==> src/rtl/cbr_refresh_pkg.sv <==
package cbr_refresh_pkg;

    typedef enum logic [2:0] {
        ST_PWRUP,
        ST_IDLE,
        ST_REQ,
        ST_CAS_LEAD,
        ST_RAS_LOW,
        ST_PRECH,
        ST_SELF_HOLD,
        ST_SELF_EXIT
    } ref_state_e;

    // Which kind of refresh sequence the strobes are in
    typedef enum logic [1:0] {
        PH_NORM,    // distributed / warm-up / owed refresh
        PH_ENTRY,   // ordinary refresh before self-refresh
        PH_HOLD,    // column strobe lead that opens the self-refresh pulse
        PH_RETURN   // ordinary refresh after self-refresh
    } ref_phase_e;

    function automatic int unsigned max_u(input int unsigned a, input int unsigned b);
        return (a > b) ? a : b;
    endfunction

endpackage

==> src/rtl/cbr_interval_timer.sv <==
module cbr_interval_timer #(
    parameter int unsigned INTERVAL_CYC = 1560
) (
    input  logic clk,
    input  logic rst_n,
    input  logic run,
    output logic tick
);
    localparam int unsigned TW = (INTERVAL_CYC > 2) ? $clog2(INTERVAL_CYC) : 1;
    localparam logic [TW-1:0] LAST = TW'(INTERVAL_CYC - 1);

    logic [TW-1:0] cnt_q;

    always_ff @(posedge clk) begin
        if (!rst_n || !run) begin
            cnt_q <= '0;
        end else if (cnt_q == LAST) begin
            cnt_q <= '0;
        end else begin
            cnt_q <= cnt_q + 1'b1;
        end
    end

    assign tick = run && (cnt_q == LAST);

    // one expiry per interval, never two in a row
    p_tick_spaced_r6: assert property (@(posedge clk) disable iff (!rst_n)
        tick |=> !tick);

endmodule

==> src/rtl/cbr_owed_ledger.sv <==
module cbr_owed_ledger #(
    parameter int unsigned OWED_MAX = 8,
    parameter int unsigned INIT_CNT = 8
) (
    input  logic clk,
    input  logic rst_n,
    input  logic load_init,
    input  logic add,
    input  logic pay,
    output logic any_owed
);
    localparam int unsigned OW = $clog2(OWED_MAX + 1);
    localparam logic [OW-1:0] CAP  = OW'(OWED_MAX);
    localparam logic [OW-1:0] WARM = OW'(INIT_CNT);

    logic [OW-1:0] owed_q, owed_d;

    always_comb begin
        owed_d = owed_q;
        if (load_init) begin
            owed_d = WARM;
        end else if (add && !pay) begin
            if (owed_q != CAP) owed_d = owed_q + 1'b1;
        end else if (pay && !add) begin
            owed_d = owed_q - 1'b1;
        end
    end

    always_ff @(posedge clk) begin
        if (!rst_n) owed_q <= '0;
        else        owed_q <= owed_d;
    end

    assign any_owed = (owed_q != '0);

    // the owed count never exceeds its cap
    p_owed_cap_r8: assert property (@(posedge clk) disable iff (!rst_n)
        owed_q <= CAP);

    // a refresh is only paid off when one is owed
    p_pay_needs_debt_r8: assert property (@(posedge clk) disable iff (!rst_n)
        pay |-> any_owed);

endmodule

==> src/rtl/cbr_phase_timer.sv <==
module cbr_phase_timer #(
    parameter int unsigned CW = 16
) (
    input  logic          clk,
    input  logic          rst_n,
    input  logic          restart,
    input  logic [CW-1:0] limit,
    output logic          reached
);
    logic [CW-1:0] cnt_q;

    always_ff @(posedge clk) begin
        if (!rst_n || restart) begin
            cnt_q <= '0;
        end else if (cnt_q != {CW{1'b1}}) begin
            cnt_q <= cnt_q + 1'b1;
        end
    end

    assign reached = (cnt_q >= limit);

endmodule

==> src/rtl/cbr_refresh_sched.sv <==
module cbr_refresh_sched
    import cbr_refresh_pkg::*;
#(
    parameter int unsigned PWRUP_CYC     = 20000,
    parameter int unsigned INIT_CNT      = 8,
    parameter int unsigned INTERVAL_CYC  = 1560,
    parameter int unsigned OWED_MAX      = 8,
    parameter int unsigned CAS_LEAD_CYC  = 1,
    parameter int unsigned RAS_LOW_CYC   = 5,
    parameter int unsigned PRECH_CYC     = 3,
    parameter int unsigned SELF_MIN_CYC  = 10000,
    parameter int unsigned SELF_EXIT_CYC = 11
) (
    input  logic clk,
    input  logic rst_n,
    input  logic self_req,
    input  logic ref_gnt,
    output logic ref_req,
    output logic init_done,
    output logic own_bus,
    output logic ras_n,
    output logic cas_n,
    output logic we_n,
    output logic self_active
);
    localparam int unsigned MAXD = max_u(max_u(PWRUP_CYC, SELF_MIN_CYC),
                                   max_u(max_u(SELF_EXIT_CYC, RAS_LOW_CYC),
                                         max_u(PRECH_CYC, CAS_LEAD_CYC)));
    localparam int unsigned CW = $clog2(MAXD + 1);

    ref_state_e state_q, state_d;
    ref_phase_e phase_q, phase_d;
    logic       init_q;
    logic [CW-1:0] limit;
    logic       reached, restart;
    logic       any_owed, tick, pay, load_init, timer_run;

    // ---------------- sub-blocks ----------------
    assign timer_run = init_q && (phase_q == PH_NORM);

    cbr_interval_timer #(.INTERVAL_CYC(INTERVAL_CYC)) u_interval (
        .clk   (clk),
        .rst_n (rst_n),
        .run   (timer_run),
        .tick  (tick)
    );

    cbr_owed_ledger #(.OWED_MAX(OWED_MAX), .INIT_CNT(INIT_CNT)) u_ledger (
        .clk       (clk),
        .rst_n     (rst_n),
        .load_init (load_init),
        .add       (tick),
        .pay       (pay),
        .any_owed  (any_owed)
    );

    assign restart = (state_d != state_q);

    cbr_phase_timer #(.CW(CW)) u_phase (
        .clk     (clk),
        .rst_n   (rst_n),
        .restart (restart),
        .limit   (limit),
        .reached (reached)
    );

    // ---------------- per-state duration ----------------
    always_comb begin
        unique case (state_q)
            ST_PWRUP:     limit = CW'(PWRUP_CYC - 1);
            ST_CAS_LEAD:  limit = CW'(CAS_LEAD_CYC - 1);
            ST_RAS_LOW:   limit = CW'(RAS_LOW_CYC - 1);
            ST_PRECH:     limit = CW'(PRECH_CYC - 1);
            ST_SELF_HOLD: limit = CW'(SELF_MIN_CYC - 1);
            ST_SELF_EXIT: limit = CW'(SELF_EXIT_CYC - 1);
            default:      limit = '0;
        endcase
    end

    // ---------------- next state ----------------
    always_comb begin
        state_d   = state_q;
        phase_d   = phase_q;
        load_init = 1'b0;
        pay       = 1'b0;
        unique case (state_q)
            ST_PWRUP: begin
                if (reached) begin
                    state_d   = ST_IDLE;
                    load_init = 1'b1;
                end
            end
            ST_IDLE: begin
                if (any_owed) begin
                    state_d = ST_REQ;
                    phase_d = PH_NORM;
                end else if (self_req && init_q) begin
                    state_d = ST_REQ;
                    phase_d = PH_ENTRY;
                end
            end
            ST_REQ: begin
                if (ref_gnt) state_d = ST_CAS_LEAD;
            end
            ST_CAS_LEAD: begin
                if (reached) begin
                    state_d = (phase_q == PH_HOLD) ? ST_SELF_HOLD : ST_RAS_LOW;
                end
            end
            ST_RAS_LOW: begin
                if (reached) begin
                    state_d = ST_PRECH;
                    pay     = (phase_q == PH_NORM);
                end
            end
            ST_PRECH: begin
                if (reached) begin
                    unique case (phase_q)
                        PH_ENTRY: begin
                            state_d = ST_CAS_LEAD;
                            phase_d = PH_HOLD;
                        end
                        PH_RETURN: begin
                            state_d = ST_IDLE;
                            phase_d = PH_NORM;
                        end
                        default: begin
                            state_d = any_owed ? ST_CAS_LEAD : ST_IDLE;
                        end
                    endcase
                end
            end
            ST_SELF_HOLD: begin
                if (reached && !self_req) state_d = ST_SELF_EXIT;
            end
            ST_SELF_EXIT: begin
                if (reached) begin
                    state_d = ST_CAS_LEAD;
                    phase_d = PH_RETURN;
                end
            end
            default: state_d = ST_IDLE;
        endcase
    end

    // ---------------- state register ----------------
    always_ff @(posedge clk) begin
        if (!rst_n) begin
            state_q <= ST_PWRUP;
            phase_q <= PH_NORM;
            init_q  <= 1'b0;
        end else begin
            state_q <= state_d;
            phase_q <= phase_d;
            if (state_q == ST_PRECH && state_d == ST_IDLE) init_q <= 1'b1;
        end
    end

    // ---------------- outputs ----------------
    always_comb begin
        ref_req     = 1'b0;
        own_bus     = 1'b0;
        ras_n       = 1'b1;
        cas_n       = 1'b1;
        self_active = 1'b0;
        unique case (state_q)
            ST_REQ:       ref_req = 1'b1;
            ST_CAS_LEAD:  begin own_bus = 1'b1; cas_n = 1'b0; end
            ST_RAS_LOW:   begin own_bus = 1'b1; cas_n = 1'b0; ras_n = 1'b0; end
            ST_PRECH:     own_bus = 1'b1;
            ST_SELF_HOLD: begin own_bus = 1'b1; cas_n = 1'b0; ras_n = 1'b0;
                                self_active = 1'b1; end
            ST_SELF_EXIT: own_bus = 1'b1;
            default: ;
        endcase
    end

    assign we_n      = 1'b1;
    assign init_done = init_q;

    // ---------------- timing checks ----------------
    logic [CW-1:0] ras_low_len, ras_high_len;

    always_ff @(posedge clk) begin
        if (!rst_n) begin
            ras_low_len  <= '0;
            ras_high_len <= '0;
        end else begin
            if (ras_n) begin
                ras_low_len <= '0;
                if (ras_high_len != {CW{1'b1}}) ras_high_len <= ras_high_len + 1'b1;
            end else begin
                ras_high_len <= '0;
                if (ras_low_len != {CW{1'b1}}) ras_low_len <= ras_low_len + 1'b1;
            end
        end
    end

    // column strobe is already low when the row strobe falls
    p_cas_lead_r4: assert property (@(posedge clk) disable iff (!rst_n)
        $fell(ras_n) |-> (!cas_n && $past(!cas_n)));

    // column strobe stays low for the whole row-strobe low time
    p_cas_hold_r4: assert property (@(posedge clk) disable iff (!rst_n)
        !ras_n |-> !cas_n);

    // minimum row-strobe low width
    p_ras_width_r5: assert property (@(posedge clk) disable iff (!rst_n)
        $rose(ras_n) |-> (ras_low_len >= CW'(RAS_LOW_CYC)));

    // minimum precharge before the next row-strobe fall
    p_precharge_r5: assert property (@(posedge clk) disable iff (!rst_n)
        $fell(ras_n) |-> (ras_high_len >= CW'(PRECH_CYC)));

    // self-refresh pulse is at least the minimum hold time
    p_self_min_r10: assert property (@(posedge clk) disable iff (!rst_n)
        ($rose(ras_n) && $past(self_active)) |-> (ras_low_len >= CW'(SELF_MIN_CYC)));

    // a request is only withdrawn after a grant
    p_req_held_r7: assert property (@(posedge clk) disable iff (!rst_n)
        $fell(ref_req) |-> $past(ref_gnt));

    // bus ownership only follows a granted request
    p_own_after_gnt_r7: assert property (@(posedge clk) disable iff (!rst_n)
        $rose(own_bus) |-> $past(ref_req && ref_gnt));

    // strobes are only active while the bus is owned
    p_strobe_owned_r7: assert property (@(posedge clk) disable iff (!rst_n)
        (!ras_n || !cas_n) |-> own_bus);

    // once set, the initialisation flag stays set
    p_init_sticky_r3: assert property (@(posedge clk) disable iff (!rst_n)
        $past(init_done) |-> init_done);

endmodule

==> config.mk <==
export PLATFORM = sky130hd
export DESIGN_NAME = cbr_refresh_sched
export DESIGN_NICKNAME = d
export VERILOG_FILES = /design/src/rtl/cbr_refresh_pkg.sv /design/src/rtl/cbr_interval_timer.sv /design/src/rtl/cbr_owed_ledger.sv /design/src/rtl/cbr_phase_timer.sv /design/src/rtl/cbr_refresh_sched.sv
export SDC_FILE = /design/constraint.sdc
export NUM_CORES = 1
export LEC_CHECK = 0
export CAP_MARGIN = 40
export CORE_AREA = 2 2 68 70
export CTS_CLUSTER_DIAMETER = 30
export DETAILED_ROUTE_END_ITERATION = 16
export DIE_AREA = 0 0 70 72
export GPL_ROUTABILITY_DRIVEN = 0
export PLACE_DENSITY = 0.72
export SLEW_MARGIN = 20
export SYNTH_ARGS = -nofsm -noshare
export SYNTH_HDL_FRONTEND = slang
export SYNTH_SLANG_ARGS = --single-unit
==> constraint.sdc <==
create_clock -name clk -period 5 [get_ports clk]
set_input_delay 1 -clock clk [delete_from_list [all_inputs] [get_ports clk]]
set_output_delay 1 -clock clk [all_outputs]
set_load 0.01 [all_outputs]
* Word-level counts from Yosys, hierarchy flattened
Index checks and enable logic that the tools add are counted.
** Cells by class
- Add/sub/neg operators :: 4
- Magnitude comparators :: 1
- Equality and inequality tests :: 21
- Muxes and demuxes :: 33
- Bitwise operators :: 1
- Reductions and logical operators :: 28
** Operator list (number)
- 15-bit case mux with 5 select lines :: 1
- 3-bit two-way mux :: 9
- 3-bit case mux with 8 select lines :: 1
- 4-bit two-way mux :: 4
- 15-bit by 1-bit adder with 15-bit output, second input constant :: 1
- 15-bit greater-or-equal comparator :: 1
- 15-bit inequality test, second input constant :: 1
- 3-bit == test, second input constant :: 4
- 2-bit two-way mux :: 6
- 11-bit by 1-bit adder with 11-bit output, second input constant :: 1
- 11-bit == test, second input constant :: 1
- 1-bit two-way mux :: 9
- 2-bit case mux with 2 select lines :: 2
- 1-bit logical AND :: 7
- 3-bit by 1-bit == test with 1-bit output, second input constant :: 2
- 3-bit by 2-bit == test with 1-bit output, second input constant :: 2
- 2-bit inequality test, second input constant :: 3
- 3-bit inequality test, second input constant :: 2
- 2-bit case mux with 3 select lines :: 1
- 3-bit nonzero test :: 2
- 2-bit OR reduction :: 3
- 1-bit zero test :: 5
- 5-bit AND reduction :: 1
- 5-bit OR reduction :: 1
- 15 further kinds :: 18
** Word-level totals
- Flip-flop bits (word level) :: 36
- Bits of input ports :: 4
- Output and inout port bits :: 7

* Longest topological paths before layout
Gate-level depths: netlist of the first run.
- Depth after elaboration :: 9
- Depth in mapped cells :: 20
- Gate-level depth less buffers :: 19

* By module
Synthesis of the first run repeated with hierarchy kept, for this count alone.
** Unflattened totals
- Cell total of the unflattened synthesis :: 299
- Area total of the unflattened synthesis :: 2489.9 um^2
** Modules (own cells, without submodules)
- cbr_phase_timer :: instances 1, cells an instance 138, area each 1121.1 um^2, seq. area each 300.3 um^2
- cbr_refresh_sched :: instances 1, cells an instance 73, area each 534.3 um^2, seq. area each 120.1 um^2
- cbr_interval_timer :: instances 1, cells an instance 56, area each 520.5 um^2, seq. area each 220.2 um^2
- cbr_owed_ledger :: instances 1, cells an instance 32, area each 314.1 um^2, seq. area each 80.1 um^2

* Worst setup path before layout of the first run
OpenSTA, ideal clock, no wires.
- Kind :: register to register
- Start :: reg state_q[1]
- End :: reg u_ledger.owed_q[3]
- Setup time :: 0.087 ns
- Arrival time :: 3.954 ns
- Required time :: 4.913 ns
- Setup slack :: 0.959 ns
- Cell stages (with the launch flop) :: 17
- Path buffers :: 2
- Period minus slack after synthesis :: 4.041 ns
- Path through :: dfxtp_1 clkbuf_1 nor3_1 inv_1 ha_1 nand4b_4 or4_4 o21a_2 buf_6 o21ai_0 ha_1 a21o_1 a21oi_1 xnor2_1 o21ai_0 a21o_1 o31ai_1
** Between the ends
- Word-level cells in the longest chain between the ends :: 9
- Elaborated cells on any way between the ends :: 19
- Classes of those cells :: 1 x order compare; 5 x eq/ne; 7 x mux; 6 x reduce/logical
** Ends and longest elaborated chain
- from (decl) :: RTL line cbr_refresh_sched.sv:31 : ref_state_e state_q, state_d;
- from (signal assigned) :: RTL line cbr_refresh_sched.sv:153 : state_q <= state_d;
- 3-bit == test (tied with other cells) :: RTL line cbr_refresh_sched.sv:69 : unique case (state_q)
- 15-bit case mux with 5 select lines :: RTL line cbr_refresh_sched.sv:69
- 15-bit greater-or-equal comparator :: RTL line cbr_phase_timer.sv:20 : assign reached = (cnt_q >= limit);
- 1-bit two-way mux :: RTL line cbr_refresh_sched.sv:111 : if (reached) begin
- 1-bit two-way mux :: RTL line cbr_refresh_sched.sv:86 : unique case (state_q)
- 1-bit zero test :: RTL line cbr_owed_ledger.sv:22 : end else if (add && !pay) begin
- 1-bit logical AND :: RTL line cbr_owed_ledger.sv:22
- 3-bit inequality test (no source line) (tied with other cells)
- 2-bit AND reduction (no source line) / 4-bit two-way mux (equally long branches)
- to (signal assigned) :: RTL line cbr_owed_ledger.sv:31 : else owed_q <= owed_d;
- to (decl) :: RTL line cbr_owed_ledger.sv:16 : logic [OW-1:0] owed_q, owed_d;
Parallel ways exist; a longest one is shown, timed or not.
A chain may end at the register's enable or synchronous reset.

* Final worst setup path of the first run
- Start :: reg state_q[0]
- End :: reg u_ledger.owed_q[3]
The elaborated chain is that of the path after synthesis.

==> results, run 1 <==
- The transition time at the pin with the least slew margin is 0.713 ns.
- The initial antenna violation count is 0.
- After floorplanning, the core was sized to cover 0.00426 mm2.
- In this run the worst path has a maximum fanout of 13.
- The number of cells upsized or downsized after cts is 0.
- Yosys printed 0 warnings.
- For the worst setup path, the data arrival time is ~4.6 ns.
- STA classifies the critical path endpoint as a flip-flop.
- The overall power consumption is 684 uW.
- The average size of a mapped cell is slightly above 8 um2.
- The number of placement rows is 24.
- The via density per instance is 5.72.
- The flow ran to the end, and the final reports show no timing, DRC or antenna violations.
- The detailed router placed 1961 vias in this run.
- The library cell used most frequently in the layout, excluding fill and tap cells, is nor2_1.
- The number of standard cells in the layout, taps in and fillers out is 343.
- The total congestion overflow after global routing is 0.
- The final layout contains 310 nets.
- After synthesis, the largest family of logic cells by area is simple AND/OR/NAND/NOR gates.
- Across the run, the number of max-cap violations was 0.
- The global-route wire length before repair is slightly above 8 mm.
- The classification of the worst setup path is flip-flop to flip-flop.
- The post-synthesis instance area is roughly 0.0023 mm2.
- Summing all flip-flop and latch instances after layout gives 721 um2.
- The worst setup path is launched from a flip-flop.
- The cell depth of the worst min-delay path is 1.
- The flip-flop and latch count after synthesis is 36.
- Measured against its own limit, the worst slew margin works out to 52.5%.
- Across every metal layer, demand over resource in global routing totals between 20% and 30%.
- Once the floorplan was initialized, standard cells occupied 53.9% of the core.
- In the finished design, the share of the clock period the worst path needs comes to 87.9%.
- The clock tree synthesis step divided the H-tree into 2 levels.
- Yosys mapped a number of flops with a built-in enable equal to 0.
- The number of global-route vias before repair was 1832.
- The later pin in the worst-skew pair is clocked with a latency of 0.29 ns.
- Summing the sequential cell areas from Yosys gives 31.4% of the chip area.
- Summed over all cells, the static leakage comes to 1.02 nW.
- The HPWL reported at the end of detailed placement is between 3 and 4 mm.
- The xor/xnor cell area share of the yosys netlist is 8.38%.
- The die boundary height is just over 70 um.
- For this run, the leading register cell type out of synthesis is dfxtp_1.
- In this run, the number of DRC markers left after iteration 0 of detailed routing was 129.
- TritonCTS built the clock tree.
- IR analysis of the VDD net gives a maximum drop of 155 uV.
- Static timing analysis puts the maximum clock frequency at 0.227 GHz.
- The number of slew-limit violations in the final report is 0.
- During placement, the flow inserted port buffers numbering 9.
- The floorplan die width is 70 um.
- The number of different library cells used by synthesis comes to 50.
- After Yosys synthesis, full adders, half adders and majority gates account for 9.04% of the synthesized area.
- Setup repair after global routing left no endpoint under its margin.
- The count of nets left with antenna violations once routing finished came out at 0.
- Counting every sink on the clock net gives 36.
- The async set-reset flop share out of synthesis is 0%.
- The CTS root buffer is clkbuf_8.
- In the layout the commonest cells are 45 x nor2_1, 36 x dfxtp_1, 21 x nand2_1.
- For the final database, setup skew stands at 0.00652 ns.
- The path type of the worst min-delay path is flip-flop to flip-flop.
- The cell count after placement is about 340.
- The total length of routed wires is 4.55 mm.
- The post-placement worst setup slack is 0.585 ns.
- The number of hold violations in the final report is 0.
- The maximum number of pins on one net before global-route repair is 20.
- Measured against the total synthesized area, the mux share comes to 2.67%.
- The number of nets handed over by synthesis was 304.
- After clock tree synthesis, the clock-pin slew on the worst setup and hold paths is 0.08 ns.
- Compared with the post-synthesis result, the final layout area differs by 11.4%.
- The die covers just over 0.005 mm2.
- The total negative slack for setup checks is 0 ns.
- Counting I/O delays and the setup requirement, the final critical path takes around 4.4 ns.
- For this run, design rule violations remaining after detail routing come to 0.
- The post-synthesis compound-gate area fraction is between 10% and 20%.
- The total area of multi-input combinational cells is about 0.0015 mm2.
- Post-CTS timing repair inserted 0 buffers for setup.
- During I/O placement, the number of pins put on the boundary was 11.
- Setup violations remaining at the end of the flow were counted as 0.
- The worst hold slack is 0.447 ns.
- The required time of the critical path is around 5.2 ns.
- Dividing total power by cell area gives a power density of ~270 mW/mm2.
- For the worst flop-to-flop path, the logic depth is 14.
- The repair_antennas step left the layout with diodes totalling 0.
- For this run, the detailed router's first-pass iteration total came to 4.
- Clock tree synthesis inserted a total of 5 buffers.
- The ratio of cells with drive above 1 in the final layout is 6.53%.
- The simple logic cell fraction of the synthesized area is about 27%.
- The number of hold buffers added after cts is 0.
- The gate count after technology mapping is 284.
- After filler insertion, the fill cell instance count of the layout stands at 399.
- The maximum clock path buffer count is 2.
- The slack of the critical path is 0.603 ns.
- The average wire length per cell after detail routing is approximately 13 um.
==> critical path: stages (launching register included) <==
cell and delay (ns):
dfxtp_1 0.44, nor3_1 0.49, inv_1 0.28, ha_1 0.43, nand4b_4 0.13, or4_4 0.50
o21a_2 0.29, o21ai_0 0.36, ha_1 0.31, a21o_1 0.17, a21oi_1 0.30, xnor2_1 0.15
o21ai_0 0.09, a21o_1 0.19, o31ai_1 0.20
==> cell type report <==
cell class,instances,area share [%]
tap,52,2.54
inverter,16,2.35
sequential,36,28.2
multi-input combinational,221,56.9
clock inverter,3,3.52
clock buffer,5,2.69
timing repair buffer,10,3.81
==> cells in the mapped netlist (3+ instances only) <==
| library cell | n | share of area, % |
|---|---|---|
| nor2_1 | 45 | 7.3 |
| mux2i_1 | 5 | 2.2 |
| xnor2_1 | 16 | 6.1 |
| o21ai_0 | 10 | 2.2 |
| a21oi_1 | 14 | 3.0 |
| xor2_1 | 6 | 2.3 |
| dfxtp_1 | 36 | 31 |
| o211ai_1 | 8 | 2.6 |
| nand2_1 | 21 | 3.4 |
| inv_1 | 16 | 2.6 |
| nand4_1 | 3 | 0.82 |
| a21o_1 | 3 | 0.98 |
| nand3_1 | 16 | 3.5 |
| clkbuf_1 | 5 | 0.82 |
| and3_1 | 3 | 0.82 |
| buf_2 | 3 | 0.65 |
| o2bb2ai_1 | 3 | 1.1 |
| and4_1 | 4 | 1.5 |
| or3_1 | 3 | 0.82 |
| nor3b_1 | 4 | 1.3 |
| nor3_1 | 10 | 2.2 |
| ha_1 | 15 | 8.2 |
==> logic make-up (layout without fill, tap and decap cells) <==
logic type / Yosys count / count (layout)
AOI/OAI and AO/OA: 54 / 54
xor gates and xnor gates: 22 / 22
adders and majority gates: 16 / 16
buffers and inverters: 27 / 34
DFF: 36 / 36
muxes: 6 / 6
other: 1 / 1
and+or+nand+nor: 122 / 122
==> final timing paths <==
kind / startpoint / slack (ns) / to
min reg2reg: u_interval.cnt_q[0]$_SDFF_PP0_ / 0.45 / u_interval.cnt_q[0]$_SDFF_PP0_
min: u_interval.cnt_q[0]$_SDFF_PP0_ / 0.45 / u_interval.cnt_q[0]$_SDFF_PP0_
max: state_q[0]$_SDFF_PN0_ / 0.60 / u_ledger.owed_q[3]$_SDFFE_PN0P_
max reg2reg: state_q[0]$_SDFF_PN0_ / 0.60 / u_ledger.owed_q[3]$_SDFFE_PN0P_
==> stage by stage <==
stage / cell area [um2] / util, %
2_1_floorplan: 2300 / -
3_3_place_gp: 2400 / 56.3
3_5_place_dp: 2400 / 56.3
4_1_cts: 2560 / 60.0
5_1_grt: 2560 / 60.0
6_report: 2560 / 60.0
==> registers in the layout, indices dropped and copies added (netlist names) <==
name,count
init_done,1
state_q,3
phase_q,2
u_phase.cnt_q,15
u_interval.cnt_q,11
u_ledger.owed_q,4
==> power by group <==
group	switching, mW	internal, mW
Sequential	0.00671	0.290
Combinational	0.0145	0.0122
Clock	0.110	0.250
Total	0.131	0.552
==> layer usage <==
metal	GRT usage, %	vias to the layer above	part of all wire (%)
met5	0	-	0
met4	9.40	0	2.0
met3	4.44	7	3.8
met2	32.1	44	45
met1	26.1	892	49
li1	-	1018	-
Power figures use the tool's default switching activity.
==> run 2, diff against run 1 <==
--- a/config.mk
+++ b/config.mk
@@ -7,7 +7,6 @@
 export LEC_CHECK = 0
 export CAP_MARGIN = 40
 export CORE_AREA = 2 2 68 70
-export CTS_CLUSTER_DIAMETER = 30
 export DETAILED_ROUTE_END_ITERATION = 16
 export DIE_AREA = 0 0 70 72
 export GPL_ROUTABILITY_DRIVEN = 0
==> results of run 2 <==
The final DEF is identical to that of run 1; final timing and power are the same.
